### src/rtl/pin_port_pkg.sv
package pin_port_pkg;
  typedef enum logic [1:0] {
    PM_OFF = 2'b00,
    PM_IN  = 2'b01,
    PM_OUT = 2'b10,
    PM_ALT = 2'b11
  } pin_mode_e;
endpackage

### src/rtl/port_regs.sv
module port_regs #(
  parameter int REG_W = 24,
  parameter int PINS = 2,
  parameter int ADDR_W = 8,
  parameter logic [ADDR_W-1:0] CTRL_ADDR = 8'hD7
) (
  input  logic              clk,
  input  logic              rst,
  input  logic              soft_rst,
  input  logic              bus_we,
  input  logic              bus_re,
  input  logic [ADDR_W-1:0] bus_addr,
  input  logic [REG_W-1:0]  bus_wdata,
  input  logic [PINS-1:0]   rd_view,
  output logic [PINS-1:0]   ctrl_q,
  output logic [PINS-1:0]   dir_q,
  output logic [PINS-1:0]   data_q,
  output logic [REG_W-1:0]  bus_rdata
);
  localparam logic [ADDR_W-1:0] DIR_ADDR  = CTRL_ADDR - 1'b1;
  localparam logic [ADDR_W-1:0] DATA_ADDR = CTRL_ADDR - 2'd2;
  localparam int PAD_W = REG_W - PINS;

  logic unused_wdata_hi;
  assign unused_wdata_hi = ^bus_wdata[REG_W-1:PINS];

  always_ff @(posedge clk) begin
    if (rst) begin
      ctrl_q <= '0;
      dir_q  <= '0;
    end else if (soft_rst) begin
      ctrl_q <= '0;
      dir_q  <= '0;
    end else if (bus_we) begin
      if (bus_addr == CTRL_ADDR) ctrl_q <= bus_wdata[PINS-1:0];
      if (bus_addr == DIR_ADDR)  dir_q  <= bus_wdata[PINS-1:0];
    end
  end

  always_ff @(posedge clk) begin
    if (rst) data_q <= '0;
    else if (bus_we && bus_addr == DATA_ADDR) data_q <= bus_wdata[PINS-1:0];
  end

  always_ff @(posedge clk) begin
    if (rst) begin
      bus_rdata <= '0;
    end else if (bus_re) begin
      bus_rdata <= '0;
      if (bus_addr == CTRL_ADDR)      bus_rdata <= {{PAD_W{1'b0}}, ctrl_q};
      else if (bus_addr == DIR_ADDR)  bus_rdata <= {{PAD_W{1'b0}}, dir_q};
      else if (bus_addr == DATA_ADDR) bus_rdata <= {{PAD_W{1'b0}}, rd_view};
    end
  end
endmodule

### src/rtl/pad_sync.sv
module pad_sync #(
  parameter int PINS = 2,
  parameter int STAGES = 2
) (
  input  logic            clk,
  input  logic            rst,
  input  logic [PINS-1:0] d,
  output logic [PINS-1:0] q
);
  for (genvar i = 0; i < PINS; i++) begin : g_pin
    logic [STAGES-1:0] chain;
    always_ff @(posedge clk) begin
      if (rst) chain <= '0;
      else     chain <= {chain[STAGES-2:0], d[i]};
    end
    assign q[i] = chain[STAGES-1];
  end
endmodule

### src/rtl/pin_mux.sv
module pin_mux
  import pin_port_pkg::*;
#(
  parameter int PINS = 2,
  parameter int CLK_PIN = 0,
  parameter int DOUT_PIN = 1
) (
  input  logic [PINS-1:0] ctrl_q,
  input  logic [PINS-1:0] dir_q,
  input  logic [PINS-1:0] data_q,
  input  logic [PINS-1:0] lvl_sync,
  input  logic            per_data_out,
  output logic [PINS-1:0] pad_oe,
  output logic [PINS-1:0] pad_out,
  output logic [PINS-1:0] rd_view,
  output logic            per_clk_in,
  output logic            per_rst
);
  logic [PINS-1:0] alt;

  for (genvar i = 0; i < PINS; i++) begin : g_pin
    pin_mode_e mode;
    assign mode = pin_mode_e'({dir_q[i], ctrl_q[i]});
    always_comb begin
      pad_oe[i]  = 1'b0;
      pad_out[i] = 1'b0;
      rd_view[i] = 1'b0;
      alt[i]     = 1'b0;
      case (mode)
        PM_IN:  rd_view[i] = lvl_sync[i];
        PM_OUT: begin
          pad_oe[i]  = 1'b1;
          pad_out[i] = data_q[i];
          rd_view[i] = data_q[i];
        end
        PM_ALT: begin
          alt[i] = 1'b1;
          if (i == DOUT_PIN) begin
            pad_oe[i]  = 1'b1;
            pad_out[i] = per_data_out;
          end
        end
        default: ;
      endcase
    end
  end

  assign per_clk_in = alt[CLK_PIN] & lvl_sync[CLK_PIN];
  assign per_rst    = ~|alt;
endmodule

### src/rtl/dual_pin_port.sv
module dual_pin_port #(
  parameter int REG_W = 24,
  parameter int PINS = 2,
  parameter int ADDR_W = 8,
  parameter logic [ADDR_W-1:0] CTRL_ADDR = 8'hD7,
  parameter int SYNC_STAGES = 2
) (
  input  logic              clk,
  input  logic              rst,
  input  logic              soft_rst,
  input  logic              bus_we,
  input  logic              bus_re,
  input  logic [ADDR_W-1:0] bus_addr,
  input  logic [REG_W-1:0]  bus_wdata,
  output logic [REG_W-1:0]  bus_rdata,
  input  logic [PINS-1:0]   pad_in,
  output logic [PINS-1:0]   pad_oe,
  output logic [PINS-1:0]   pad_out,
  input  logic              per_data_out,
  output logic              per_clk_in,
  output logic              per_rst
);
  logic [PINS-1:0] ctrl_q, dir_q, data_q, lvl_sync, rd_view;

  pad_sync #(.PINS(PINS), .STAGES(SYNC_STAGES)) u_sync (
    .clk(clk), .rst(rst), .d(pad_in), .q(lvl_sync)
  );

  port_regs #(.REG_W(REG_W), .PINS(PINS), .ADDR_W(ADDR_W), .CTRL_ADDR(CTRL_ADDR)) u_regs (
    .clk(clk), .rst(rst), .soft_rst(soft_rst), .bus_we(bus_we), .bus_re(bus_re),
    .bus_addr(bus_addr), .bus_wdata(bus_wdata), .rd_view(rd_view),
    .ctrl_q(ctrl_q), .dir_q(dir_q), .data_q(data_q), .bus_rdata(bus_rdata)
  );

  pin_mux #(.PINS(PINS), .CLK_PIN(0), .DOUT_PIN(1)) u_mux (
    .ctrl_q(ctrl_q), .dir_q(dir_q), .data_q(data_q), .lvl_sync(lvl_sync),
    .per_data_out(per_data_out), .pad_oe(pad_oe), .pad_out(pad_out),
    .rd_view(rd_view), .per_clk_in(per_clk_in), .per_rst(per_rst)
  );
endmodule

### config.mk
export PLATFORM = sky130hd
export DESIGN_NAME = dual_pin_port
export DESIGN_NICKNAME = d
export VERILOG_FILES = /design/src/rtl/pin_port_pkg.sv /design/src/rtl/port_regs.sv /design/src/rtl/pad_sync.sv /design/src/rtl/pin_mux.sv /design/src/rtl/dual_pin_port.sv
export SDC_FILE = /design/constraint.sdc
export NUM_CORES = 1
export LEC_CHECK = 0
export BUFFER_PORTS_ARGS = -buffer_cell sky130_fd_sc_hd__buf_4
export CAP_MARGIN = 10
export CORE_UTILIZATION = 23
export CTS_BUF_LIST = sky130_fd_sc_hd__clkbuf_16
export CTS_CLUSTER_SIZE = 10
export DETAILED_ROUTE_END_ITERATION = 8
export PLACE_DENSITY = 0.53
export SLEW_MARGIN = 15
export SYNTH_ARGS = -nofsm -noshare
export SYNTH_HDL_FRONTEND = slang
export SYNTH_SLANG_ARGS = --single-unit
export TNS_END_PERCENT = 10
### constraint.sdc
create_clock -name clk -period 2.58 [get_ports clk]
set_input_delay 0.258 -clock clk [delete_from_list [all_inputs] [get_ports clk]]
set_output_delay 0.258 -clock clk [all_outputs]
set_load 0.005 [all_outputs]
* Yosys cells after proc, flatten, opt, wreduce, memory -nomap -nowiden
Cells that the tools add are included.
** Storage, ports and cells
- Bits in registers :: 34
- Output and inout port bits :: 30
- Logic and storage cells :: 34
- Bits of input ports :: 40
** Operators by class
- Equal/unequal tests :: 9
- Reductions and logical operators :: 7
- Bitwise gates (word level) :: 1
- Muxes and demuxes :: 11
** Operators with widths (count)
- $mux W24 :: 2
- $eq A8 B8 Y1 const B :: 3
- $eq A2 B2 Y1 const B :: 4
- $pmux W1 S2 :: 3
- $reduce_or A2 Y1 :: 3
- $mux W1 :: 5
- $eq A2 B1 Y1 const B :: 2
- $reduce_and A2 Y1 :: 2
- $mux W2 :: 1
- $and A1 B1 Y1 :: 1
- $logic_and A1 B1 Y1 :: 1
- $logic_not A1 Y1 :: 1

* Depth between registers and ports, before layout
- Depth in word-level cells :: 5
- Gate-level depth with buffers :: 5
- Mapped depth without buffers :: 5

* By module
Synthesis repeated with hierarchy kept, for this count alone.
** Second synthesis, totals
- Cells, all modules :: 100
- Area total of the unflattened synthesis :: 860.8 sq um
** By module, submodules not included
- port_regs :: cells each 71, seq. area each 160.2 sq um, area an instance 595.6 sq um, times used 1
- pin_mux :: cells each 19, seq. area each 0.0 sq um, area an instance 145.1 sq um, times used 1
- pad_sync :: cells each 10, seq. area each 80.1 sq um, area an instance 120.1 sq um, times used 1

* Worst setup path before layout
OpenSTA, ideal clock, no wires.
- Path kind :: register -> register
- Start :: reg u_regs.ctrl_q[0]
- End :: reg u_regs.bus_rdata[0]
- Required time :: 2.463 ns
- Setup time :: 0.117 ns
- Arrival :: 1.085 ns
- Period minus slack after synthesis :: 1.203 ns
- Path buffers :: 0
- Cell stages (with the launch flop) :: 6
- Setup slack :: 1.377 ns
- Cells stage by stage :: dfxtp_1 inv_1 ha_1 a22oi_1 o21ai_0 a32o_1
** On the way
- Cells in the longest elaborated chain, start to end :: 5
- Elaborated cells between the ends (all ways) :: 6
- Those cells by class :: eq/ne: 2; mux: 4
** Ends and longest elaborated chain
- start, declared :: line port_regs.sv:15 : output logic [PINS-1:0] ctrl_q,
- start signal, assigned :: line port_regs.sv:35 : if (bus_addr == CTRL_ADDR) ctrl_q <= bus_wdata[PINS-1:0];
- $eq A2 B2 Y1 / $eq A2 B1 Y1 (equally long branches) :: line pin_mux.sv:29 : case (mode)
- $pmux W1 S2 :: line pin_mux.sv:29
- $mux W2 :: line port_regs.sv:52 : else if (bus_addr == DATA_ADDR) bus_rdata <= {{PAD_W{1'b0}}, rd_view};
- $mux W24 :: line port_regs.sv:51 : else if (bus_addr == DIR_ADDR) bus_rdata <= {{PAD_W{1'b0}}, dir_q};
- $mux W24 (*) :: line port_regs.sv:50 : if (bus_addr == CTRL_ADDR) bus_rdata <= {{PAD_W{1'b0}}, ctrl_q};
- end signal, assigned :: line port_regs.sv:50
- end signal, assigned :: line port_regs.sv:51
- end signal, assigned :: line port_regs.sv:52
- end, declared :: line port_regs.sv:18 : output logic [REG_W-1:0] bus_rdata
Every way passes the cells marked *; elsewhere a longest branch is shown, timed or not.
A chain may end at the register's enable or synchronous reset.

* Worst setup path in the final report
- Start :: reg u_regs.ctrl_q[1]
- End :: out pad_oe[1]
** On the way
- Cells in the longest elaborated chain, start to end :: 3
- Elaborated cells between the ends (all ways) :: 4
- Those cells by class :: eq/ne: 2; mux: 1; reduce/logical: 1
** Ends and longest elaborated chain
- $eq A2 B2 Y1 :: line pin_mux.sv:29
- $reduce_or A2 Y1 (no line) (*)
- $mux W1 (*)
- end, declared :: line dual_pin_port.sv:17 : output logic [PINS-1:0] pad_oe,
Marked as above.

==> impl_metrics.ini <==
[sta]
finalSetupViolCount = 0
rsz0062_at_grt = no
max_clock_freq_ghz = 0.619
finalWorstPathRequiredPeriod_ps = 1620
totalNegativeSetupSlack_ps = 0
finalHoldViolCount = 0
slew_violations = 0
fin_crit_sh = 0.626
skew_ps = 0.276
hold-worst-slack_ps = 230

[detailed_routing]
detail_route.vias_per_cell = 3.87
route.met2.wl_um = 772
drtIter0Drc = 5
drt_pass1_iterations = 4
routed_wl_mm = 1.64
num_vias = 642
top_signal_layer_used = met4
met1_wirelength_um = 685
route.detailed.wl_per_inst_um = 9.86
met3_length_um = 152
final_antenna_net_count = 0
drc = 0

[yosys]
synth_seq_area_share = 0.278
postSynthAreaPerCell_sq_um = 9.20
yosys_warnings = 0
syn-instance-count = 94
post_synth_edffs = 0
ff_latch_count_synth = 12
yosys.area.top_type_share = 0.278
synth-main-ff-cell = sky130_fd_sc_hd__dfxtp_1
ys_top_cells_by_area = sky130_fd_sc_hd__dfxtp_1 (28%), sky130_fd_sc_hd__buf_4 (19%), sky130_fd_sc_hd__ha_1 (8.7%), sky130_fd_sc_hd__mux2i_1 (6.9%), sky130_fd_sc_hd__nand2b_1 (4.3%)
async_flop_share = 0
yosys.cell_count.top_type = sky130_fd_sc_hd__buf_4
synthDominantAreaCellType = sky130_fd_sc_hd__dfxtp_1
synth.top_cells.by_count = sky130_fd_sc_hd__buf_4 (22), sky130_fd_sc_hd__dfxtp_1 (12), sky130_fd_sc_hd__nand2_1 (7)
synth_cell_type_count = 26
post_synth_instance_area_sq_um = 865

[placed_design]
place.port_buffers = 25
hpwlAfterDp_mm = 1.34
place.gp.congestion = 0.685
placedCellCount = 163

[worst_setup_path]
timing.critical_path.to_type = primary output
worstSetupStartpointType = flip-flop
timing.critical_path.fanout_max = 4
worst-setup-path-type = flip-flop to primary output
worstPathArrival_ps = 1360
required_ps = 2320

[die]
die_h_um = 63.3
start_util = 0.249
coreArea_sq_um = 3470
die_width_um = 63.3
row_count = 21
io_pins = 70
die_area_sq_um = 4010

[run]
cap_viol_max_count = 0

[finish]
share_of_final_layout_standard_cells_stronger_than_drive_strength_1 = 0.292
post-route-util = 0.316
num-nets-final = 168
area_delta_synth_final_pct = 26.6
finalNonFillerCells = 166
num_antenna_cells = 0
fillerInstances = 361

[worst_hold_path]
hold_path.class = primary input to flip-flop

[clocking]
cts_buffers = 3
clock_tree.htree_level_count = 1
cts_num_sinks = 12
cts.repair.resized = 0
cts_setup_buffers = 0
clkTransAtPathRegs_ps = 40
worstSkewPairLatency_ps = 240
cts-root-to-sink-buffers = 2
holdBufCountCts = 0
tritoncts_clock_tree = yes
cts.root.buffer_cell = sky130_fd_sc_hd__clkbuf_16

[power]
finalPower_mw = 0.519
power.static_leakage_nw = 0.490
ir_drop_v = 0.000296
power_per_cell_area_nw_per_um2 = 474

[global_routing]
grt_start_max_net_pins = 12
gr-total-overflow = 0
grt_util_all_layers = 0.0868
antenna_violations_before_repair = 0
first_pass_grt_wire_length_mm = 2.62
number_of_global_route_vias_before_repair = 586

[run_status]
run_status = completed
## layout make-up
cell class,instances,area (sq um),area share
repair buffers,25,188,0.171
clock buffers,3,75.1,0.0686
flip-flops and latches,12,240,0.219
inverters,5,18.8,0.0171
well taps,46,57.6,0.0526
multi-input cells,75,515,0.471
## cell families after synthesis
group                      synth area share
AOI/OAI and AO/OA                    0.0738
adders and majority gates            0.0868
other                               0.00434
and+or+nand+nor                       0.271
buffers and inverters                 0.217
muxes                                0.0695
DFF                                   0.278
## sequential cells by signal, summed over array words and instances, names as in the netlist
register / cells
u_sync.g_pin.chain: 4
u_regs.bus_rdata: 2
u_regs.ctrl_q: 2
u_regs.data_q: 2
u_regs.dir_q: 2
## cell usage in the layout, fill, tap and decap left out, drive strengths merged
cell type	count
a22o	1
a22oi	2
a32o	2
and2	2
buf	25
clkbuf	3
conb	22
dfxtp	12
ha	6
inv	5
mux2i	6
nand2	7
nand2b	6
nand3	2
nand3b	1
nand4b	1
nand4bb	1
nor2	4
nor2b	4
nor3	1
nor4	1
nor4b	1
o21ai	4
or2	1
## per-layer routing
metal	vias up	GRT usage
met1	274	0.0948
met4	0	0.0341
met3	5	0.0326
met5	-	0
li1	324	-
met2	39	0.151
## per-stage QoR
stage	area (sq um)	setup WS, ps
floorplan	943	1380
global placement	1020	1240
detailed placement	1020	1210
CTS	1090	955
global route	1090	862
finish	1090	965
## critical path, cell delays in order (launching register included)
cell and delay (ps):
sky130_fd_sc_hd__dfxtp_1 380, sky130_fd_sc_hd__inv_1 80, sky130_fd_sc_hd__ha_1 230, sky130_fd_sc_hd__or2_2 300, sky130_fd_sc_hd__buf_4 130
## report_power, final
group | internal [mW] | leakage, nW | switching (mW)
Sequential | 0.189 | 0.0975 | 0.000738
Combinational | 0.0252 | 0.355 | 0.0270
Clock | 0.201 | 0.0370 | 0.0757
## path summary, 6_finish.rpt
check,start,endpoint,slack [ps],cells past startpoint
hold / removal,pad_in[0],u_sync.g_pin[0].chain[0],230,2
setup / recovery,u_regs.ctrl_q[1],pad_oe[1],960,4
hold reg to reg,u_sync.g_pin[0].chain[0],u_sync.g_pin[0].chain[1],430,1
setup reg to reg,u_regs.ctrl_q[1],u_regs.bus_rdata[1],1260,5
Note: power is estimated with default switching activity, not from simulation.
